==> config.mk <==
export PLATFORM = sky130hd
export DESIGN_NAME = clkt_tree
export DESIGN_NICKNAME = d
export VERILOG_FILES = /design/src/rtl/clkt_pkg.sv /design/src/rtl/clkt_refgen.sv /design/src/rtl/clkt_ratio_div.sv /design/src/rtl/clkt_src_switch.sv /design/src/rtl/clkt_tree.sv
export SDC_FILE = /design/constraint.sdc
export NUM_CORES = 1
export LEC_CHECK = 0
export BUFFER_PORTS_ARGS = -buffer_cell sky130_fd_sc_hd__buf_2
export CAP_MARGIN = 15
export CORE_UTILIZATION = 60
export CTS_CLUSTER_SIZE = 8
export DETAILED_ROUTE_END_ITERATION = 16
export PLACE_DENSITY = 0.8
export SETUP_SLACK_MARGIN = 0.02
export SLEW_MARGIN = 10
export SYNTH_ARGS = -nofsm -noshare
export SYNTH_HDL_FRONTEND = slang
export SYNTH_SLANG_ARGS = --single-unit
==> constraint.sdc <==
create_clock -name clk -period 5 [get_ports clk]
set_input_delay 0.25 -clock clk [delete_from_list [all_inputs] [get_ports clk]]
set_output_delay 0.25 -clock clk [all_outputs]
set_load 0.03 [all_outputs]
==> src/rtl/clkt_pkg.sv <==
package clkt_pkg;

    localparam int DIV_W = 3;
    localparam int CFG_W = 11;

    typedef struct packed {
        logic [DIV_W-1:0] cpu_div;
        logic [DIV_W-1:0] post_div;
        logic             halve;
        logic [1:0]       mul_sel;
        logic             mul_en;
        logic             alt_sel;
    } clkt_cfg_t;

    localparam clkt_cfg_t CFG_RST = '{cpu_div: '0, post_div: 3'd1, halve: 1'b1,
                                      mul_sel: 2'd0, mul_en: 1'b0, alt_sel: 1'b0};

    typedef enum logic [2:0] {
        SW_MAIN,
        SW_HS1_ALT,
        SW_HS2_ALT,
        SW_ARM_ALT,
        SW_ALT,
        SW_HS1_MAIN,
        SW_HS2_MAIN,
        SW_ARM_MAIN
    } sw_state_t;

endpackage

==> src/rtl/clkt_refgen.sv <==
module clkt_refgen #(
    parameter int FAST_TAP = 16,
    parameter int SLOW_TAP = 128
) (
    input  logic clk,
    input  logic rst_n,
    input  logic osc_tick_i,
    input  logic halve_i,
    output logic fast_o,
    output logic slow_o
);
    localparam int CNT_W  = $clog2(SLOW_TAP);
    localparam int FAST_W = $clog2(FAST_TAP);

    logic             phase_q;
    logic [CNT_W-1:0] cnt_q;
    logic             ref_ce;

    // phase toggles on every oscillator tick; a halved reference takes odd phases only
    assign ref_ce = osc_tick_i & (phase_q | ~halve_i);

    always_ff @(posedge clk or negedge rst_n) begin
        if (!rst_n) begin
            phase_q <= 1'b0;
            cnt_q   <= '0;
        end else begin
            if (osc_tick_i) phase_q <= ~phase_q;
            if (ref_ce)     cnt_q   <= cnt_q + 1'b1;
        end
    end

    always_comb begin
        fast_o = ref_ce & (&cnt_q[FAST_W-1:0]);
        slow_o = ref_ce & (&cnt_q);
    end

endmodule

==> src/rtl/clkt_ratio_div.sv <==
module clkt_ratio_div #(
    parameter int W = 3
) (
    input  logic         clk,
    input  logic         rst_n,
    input  logic         tick_i,
    input  logic [W-1:0] lim_i,
    output logic         hit_o
);
    logic [W-1:0] cnt_q;
    logic [W-1:0] lim_q;

    assign hit_o = tick_i & (cnt_q == lim_q);

    // the limit is only reloaded at terminal count, so a running period completes unchanged
    always_ff @(posedge clk or negedge rst_n) begin
        if (!rst_n) begin
            cnt_q <= '0;
            lim_q <= '0;
        end else if (tick_i) begin
            if (cnt_q == lim_q) begin
                cnt_q <= '0;
                lim_q <= lim_i;
            end else begin
                cnt_q <= cnt_q + 1'b1;
            end
        end
    end

endmodule

==> src/rtl/clkt_src_switch.sv <==
module clkt_src_switch
    import clkt_pkg::*;
#(
    parameter int SYNC_STAGES = 2
) (
    input  logic clk,
    input  logic rst_n,
    input  logic main_pulse_i,
    input  logic alt_clk_i,
    input  logic req_alt_i,
    output logic ce_o,
    output logic src_alt_o,
    output logic stop_ok_o
);
    logic [SYNC_STAGES:0] alt_sh_q;
    logic                 alt_pulse;
    sw_state_t            state_q;
    sw_state_t            state_d;

    always_ff @(posedge clk or negedge rst_n) begin
        if (!rst_n) alt_sh_q <= '0;
        else        alt_sh_q <= {alt_sh_q[SYNC_STAGES-1:0], alt_clk_i};
    end

    assign alt_pulse = alt_sh_q[SYNC_STAGES-1] & ~alt_sh_q[SYNC_STAGES];

    always_ff @(posedge clk or negedge rst_n) begin
        if (!rst_n) state_q <= SW_MAIN;
        else        state_q <= state_d;
    end

    always_comb begin
        state_d = state_q;
        unique case (state_q)
            SW_MAIN:     if (req_alt_i && main_pulse_i) state_d = SW_HS1_ALT;
            SW_HS1_ALT:  state_d = SW_HS2_ALT;
            SW_HS2_ALT:  state_d = SW_ARM_ALT;
            SW_ARM_ALT:  if (alt_pulse) state_d = SW_ALT;
            SW_ALT:      if (!req_alt_i && alt_pulse) state_d = SW_HS1_MAIN;
            SW_HS1_MAIN: state_d = SW_HS2_MAIN;
            SW_HS2_MAIN: state_d = SW_ARM_MAIN;
            SW_ARM_MAIN: if (main_pulse_i) state_d = SW_MAIN;
            default:     state_d = SW_MAIN;
        endcase
    end

    always_comb begin
        ce_o      = 1'b0;
        src_alt_o = 1'b0;
        stop_ok_o = 1'b0;
        unique case (state_q)
            SW_MAIN:     ce_o = main_pulse_i;
            SW_HS1_ALT,
            SW_HS2_ALT,
            SW_ARM_ALT:  ce_o = 1'b0;
            SW_ALT: begin
                ce_o      = alt_pulse;
                src_alt_o = 1'b1;
                stop_ok_o = req_alt_i;
            end
            SW_HS1_MAIN,
            SW_HS2_MAIN,
            SW_ARM_MAIN: src_alt_o = 1'b1;
            default:     ce_o = 1'b0;
        endcase
    end

endmodule

==> src/rtl/clkt_tree.sv <==
module clkt_tree
    import clkt_pkg::*;
#(
    parameter int FAST_TAP    = 16,
    parameter int SLOW_TAP    = 128,
    parameter int SYNC_STAGES = 2
) (
    input  logic             clk,
    input  logic             rst_n,
    input  logic             osc_tick_i,
    input  logic             mul_tick_i,
    input  logic             alt_clk_i,
    input  logic             cfg_wr_i,
    input  logic [CFG_W-1:0] cfg_wdata_i,
    output logic             mul_en_o,
    output logic [1:0]       mul_sel_o,
    output logic             int_ce_o,
    output logic             cpu_ce_o,
    output logic             tmr_tick_o,
    output logic             src_alt_o,
    output logic             osc_stop_ok_o
);
    clkt_cfg_t        cfg_q;
    logic             fast_tick;
    logic             slow_tick;
    logic [DIV_W-1:0] post_lim;
    logic             post_hit;
    logic             main_pulse;
    logic             int_ce;

    always_ff @(posedge clk or negedge rst_n) begin
        if (!rst_n)        cfg_q <= CFG_RST;
        else if (cfg_wr_i) cfg_q <= clkt_cfg_t'(cfg_wdata_i);
    end

    clkt_refgen #(.FAST_TAP(FAST_TAP), .SLOW_TAP(SLOW_TAP)) u_ref (
        .clk        (clk),
        .rst_n      (rst_n),
        .osc_tick_i (osc_tick_i),
        .halve_i    (cfg_q.halve),
        .fast_o     (fast_tick),
        .slow_o     (slow_tick)
    );

    // ratio 0 behaves as ratio 1
    assign post_lim = (cfg_q.post_div == '0) ? '0 : cfg_q.post_div - 1'b1;

    clkt_ratio_div #(.W(DIV_W)) u_post (
        .clk    (clk),
        .rst_n  (rst_n),
        .tick_i (mul_tick_i),
        .lim_i  (post_lim),
        .hit_o  (post_hit)
    );

    assign main_pulse = cfg_q.mul_en ? post_hit : fast_tick;

    clkt_src_switch #(.SYNC_STAGES(SYNC_STAGES)) u_sw (
        .clk          (clk),
        .rst_n        (rst_n),
        .main_pulse_i (main_pulse),
        .alt_clk_i    (alt_clk_i),
        .req_alt_i    (cfg_q.alt_sel),
        .ce_o         (int_ce),
        .src_alt_o    (src_alt_o),
        .stop_ok_o    (osc_stop_ok_o)
    );

    clkt_ratio_div #(.W(DIV_W)) u_cpu (
        .clk    (clk),
        .rst_n  (rst_n),
        .tick_i (int_ce),
        .lim_i  (cfg_q.cpu_div),
        .hit_o  (cpu_ce_o)
    );

    always_comb begin
        int_ce_o   = int_ce;
        tmr_tick_o = slow_tick;
        mul_en_o   = cfg_q.mul_en;
        mul_sel_o  = cfg_q.mul_sel;
    end

endmodule

==> run summary <==
For the first-pass GRT wire length, the log shows 5500 um. The prevailing post-synth register cell was sky130_fd_sc_hd__dfrtp_1. Setup repair after global routing left no endpoint under its margin.

The mean number of vias per cell was 5.75; the TritonCTS sink count was 37. TritonCTS built the clock tree. The tools report the post-route total power as 0.992 mW. The worst-path maximum fanout was 4. Sequential elements use 51.8% of the synthesized area. For the number of failing hold endpoints at the final stage, the log shows 35. Number of ports placed on the die boundary: 25. The Yosys warning count is 0, and the filler cell count is 215. The run gives 0.00278 sq mm as the core area.

Critical path class: reg -> out. Synthesis produced a netlist whose cell count is 146. Measured along the x axis, the die boundary spans 56.6 um. Global routing finished with a remaining overflow of 0. In this run the number of H-tree levels came out at 2. Port buffer count: 24. The tools report the number of global-route vias before repair as 1,272.

The post-route netlist has 34.1% of its cells at a drive strength greater than 1. Biggest area consumer among synthesized cells: sky130_fd_sc_hd__dfrtp_1. The placed instance count was 195; the share of async-settable or async-resettable flops after synthesis was 100%. The tools report the number of max-cap violations as 0. The post-synthesis instance area came out at 0.00179 sq mm. The pre-antenna-repair detailed-routing pass consisted of 4 iterations. The type of element capturing the critical path was a primary output. For the fmax, the log shows 0.480 GHz.

The checks that failed: hold timing. The multi-input combinational cells in the finished layout cover a total of 796 sq um. The iteration-0 DRC count of the detailed router was 23; the data required time at the worst endpoint was 4.75 ns.

The register area came out at 928 sq um. CTS placed an instance of sky130_fd_sc_hd__clkbuf_4 at the clock tree root. The initial utilization of the core area, before any placement, comes to 64.4%. The worst setup skew after layout was 0.00805 ns. The flip-flop and latch count after synthesis was 37. The internal power component is 0.625 mW. Excluding fillers, the count of instances in the completed layout stands at 204. For this run, the post-layout net count is 194. Across the VDD grid, the largest voltage drop is 0.349 mV. The tools report the HPWL after detailed placement as 2230 um. The mean post-synth cell area is 12.3 sq um. Tightest slew margin relative to the limit: 46.9%.

The worst setup path is launched from a flip-flop. The post-detailed-route wirelength per cell came out at 15.5 um. The number of setup buffers added after CTS is 0. After clock tree synthesis, the clock-pin slew on the worst setup and hold paths is 0.11 ns. The netlist uses 40 different library cells.

The count of flip-flops with a built-in enable after synthesis works out to 0. For the final routed database, the setup TNS stands at 0 ns. The number of DRC violations after detailed routing is 0. The data arrival time of the worst path is 1.83 ns, and the number of buffers created by CTS is 5. The fraction of the cycle the final worst path needs works out to 41.7%.

For the number of antenna violations at the first check in global routing, the log shows 0. Routability-driven placement finished with a final weighted congestion of 0.794. The synthesis-to-finish area growth was 11.5%. The run gives 0 as the count of pins over their slew limit. For the number of diodes, the log shows 0.

The number of gates resized after CTS was 0. The die boundary height was 56.6 um. Entering global routing, the biggest net connects 38 pins.

The total length of routed wires is 3170 um. The post-synth net total is 168, and the static leakage is 0.926 nW. The run gives 1,173 as the total number of vias. The flow ran to the end, but the final reports show violations.

The top cell type by area accounts for 48.9% of the synthesized area. The fraction of power spent switching nets was 37.0%; the share of the core filled with cells was 71.8%. The die covers 0.00321 sq mm. In the post-synthesis netlist, the biggest area contributors are sky130_fd_sc_hd__dfrtp_1, sky130_fd_sc_hd__mux2_2, sky130_fd_sc_hd__ha_1. The worst-margin pin slew was 0.797 ns. The worst path in the final design needs a cycle of 2.08 ns, including I/O delays and setup.

The hold slack was -0.0219 ns; the post-detailed-route count of antenna-violating nets was 0. Overall routing resource usage: 23.2%. For the worst-skew pair, the clock arrives at the later sink with an insertion delay of 0.34 ns. Summed over all nets, the switching power comes to 0.367 mW. Power density over the cells: 497 mW/mm^2. For the sequential group share of total power, the log shows 48.4%. After floorplanning, the core was divided into 19 placement rows.

Counting along the longest clock path gives a buffer depth of 2. Combinational cells account for 33.5% of the total power. In this run, the clock network consumes 18.1% of the power. The path class of the tightest hold or removal check is in -> async.

Setup violations remaining at the end of the flow were counted as 0.
==> worst max-delay path, stage by stage, from the launching register on <==
cell,delay [ns]
sky130_fd_sc_hd__dfrtp_1,0.39
sky130_fd_sc_hd__ha_1,0.20
sky130_fd_sc_hd__and4b_4,0.27
sky130_fd_sc_hd__a31oi_4,0.13
sky130_fd_sc_hd__a21oi_2,0.26
sky130_fd_sc_hd__buf_2,0.25
==> final cells by class <==
cell class	instances	share of cell area, %
sequential	37	46.5
multi-input combinational	94	39.8
timing repair buffer	25	6.52
clock buffer	7	3.26
tap	31	1.94
inverter	9	1.69
clock inverter	1	0.251
==> through the flow <==
step	setup WS, ns	cell area (sq um)
after global placement	3.32	1920
after CTS	2.90	2000
after global routing	2.77	2000
after detailed placement	3.24	1920
final	2.92	2000
after floorplan	2.94	1790
==> repair_timing <==
action                                  CTS  global route
hold buffers                              1             0
endpoints found under the setup margin    0             0
hold endpoints to repair                  1             0
==> cells in the mapped netlist (2+ instances only) <==
| master | number |
|---|---|
| sky130_fd_sc_hd__dfrtp_1 | 35 |
| sky130_fd_sc_hd__mux2_2 | 12 |
| sky130_fd_sc_hd__nand2_1 | 10 |
| sky130_fd_sc_hd__inv_1 | 9 |
| sky130_fd_sc_hd__xnor2_1 | 7 |
| sky130_fd_sc_hd__nand3_1 | 6 |
| sky130_fd_sc_hd__ha_1 | 5 |
| sky130_fd_sc_hd__nor2_1 | 5 |
| sky130_fd_sc_hd__o21ai_0 | 5 |
| sky130_fd_sc_hd__a31oi_1 | 4 |
| sky130_fd_sc_hd__mux2i_1 | 4 |
| sky130_fd_sc_hd__and3_1 | 3 |
| sky130_fd_sc_hd__buf_4 | 3 |
| sky130_fd_sc_hd__clkbuf_1 | 3 |
| sky130_fd_sc_hd__mux2_1 | 3 |
| sky130_fd_sc_hd__nand4_1 | 3 |
| sky130_fd_sc_hd__xnor2_2 | 3 |
| sky130_fd_sc_hd__xor2_1 | 3 |
| sky130_fd_sc_hd__dfstp_2 | 2 |
==> flip-flops by register name, indices dropped and copies added (netlist names) <==
register and cells:
cfg_q 8, u_ref.cnt_q 7, u_cpu.cnt_q 3, u_cpu.lim_q 3
u_post.cnt_q 3, u_post.lim_q 3, u_sw.alt_sh_q 3, u_sw.state_q 3
mul_sel_o 2, mul_en_o 1, u_ref.phase_q 1
==> cell families (layout without fill, tap and decap cells) <==
family	Yosys count	after routing	synth area share [%]
buffers and inverters	15	42	3.77
AO/OA/AOI/OAI	22	22	10.1
adder cells (fa/ha/maj)	5	5	3.49
flip-flops	37	37	51.8
XOR/XNOR	13	13	7.61
multiplexers	19	19	11.7
AND/OR/NAND/NOR	35	35	11.5
==> layer usage <==
| metal | routed length [um] | global-route usage [%] |
|---|---|---|
| met1 | 1330 | 26.8 |
| met2 | 1630 | 39.7 |
| met4 | 49 | 9.76 |
| met5 | 0 | 0 |
| met3 | 148 | 7.14 |
==> cell usage in the layout, fill, tap and decap left out, types with 2 or more instances in the layout <==
master                     synthesis  routed
sky130_fd_sc_hd__dfstp_2           2       2
sky130_fd_sc_hd__ha_1              5       5
sky130_fd_sc_hd__nand2_1          10      10
sky130_fd_sc_hd__clkbuf_8          0       2
sky130_fd_sc_hd__o21ai_0           5       5
sky130_fd_sc_hd__mux2_1            3       3
sky130_fd_sc_hd__mux2i_1           4       4
sky130_fd_sc_hd__inv_1             9       9
sky130_fd_sc_hd__xor2_1            3       3
sky130_fd_sc_hd__clkbuf_4          0       5
sky130_fd_sc_hd__xnor2_2           3       3
sky130_fd_sc_hd__xnor2_1           7       7
sky130_fd_sc_hd__nor2_1            5       5
sky130_fd_sc_hd__nand4_1           3       3
sky130_fd_sc_hd__and3_1            3       3
sky130_fd_sc_hd__nand3_1           6       6
sky130_fd_sc_hd__mux2_2           12      12
sky130_fd_sc_hd__a31oi_1           4       4
sky130_fd_sc_hd__dfrtp_1          35      35
sky130_fd_sc_hd__buf_2             0      24
==> power by group through the flow <==
stage | sequential (mW) | combinational, mW | clock (mW)
after floorplan | 0.457 | 0.284 | 0
after global placement | 0.476 | 0.310 | 0
after detailed placement | 0.484 | 0.328 | 0
after CTS | 0.479 | 0.332 | 0.182
after global routing | 0.491 | 0.369 | 0.194
final | 0.480 | 0.333 | 0.179
==> worst paths after layout <==
path / from / endpoint / slack, ns / depth (start not counted)
setup / recovery: u_ref.cnt_q[0] / int_ce_o / 2.92 / 5
max in group asynchronous: rst_n / mul_sel_o[1] / 4.52 / 1
min in group clk: cfg_wdata_i[0] / cfg_q[0] / 0.11 / 3
setup reg to reg: u_ref.cnt_q[0] / u_cpu.lim_q[1] / 3.23 / 5
hold / removal: rst_n / u_sw.state_q[1] / -0.02 / 1
hold reg to reg: u_sw.alt_sh_q[0] / u_sw.alt_sh_q[1] / 0.37 / 0
(Power assumes the default switching activity.)
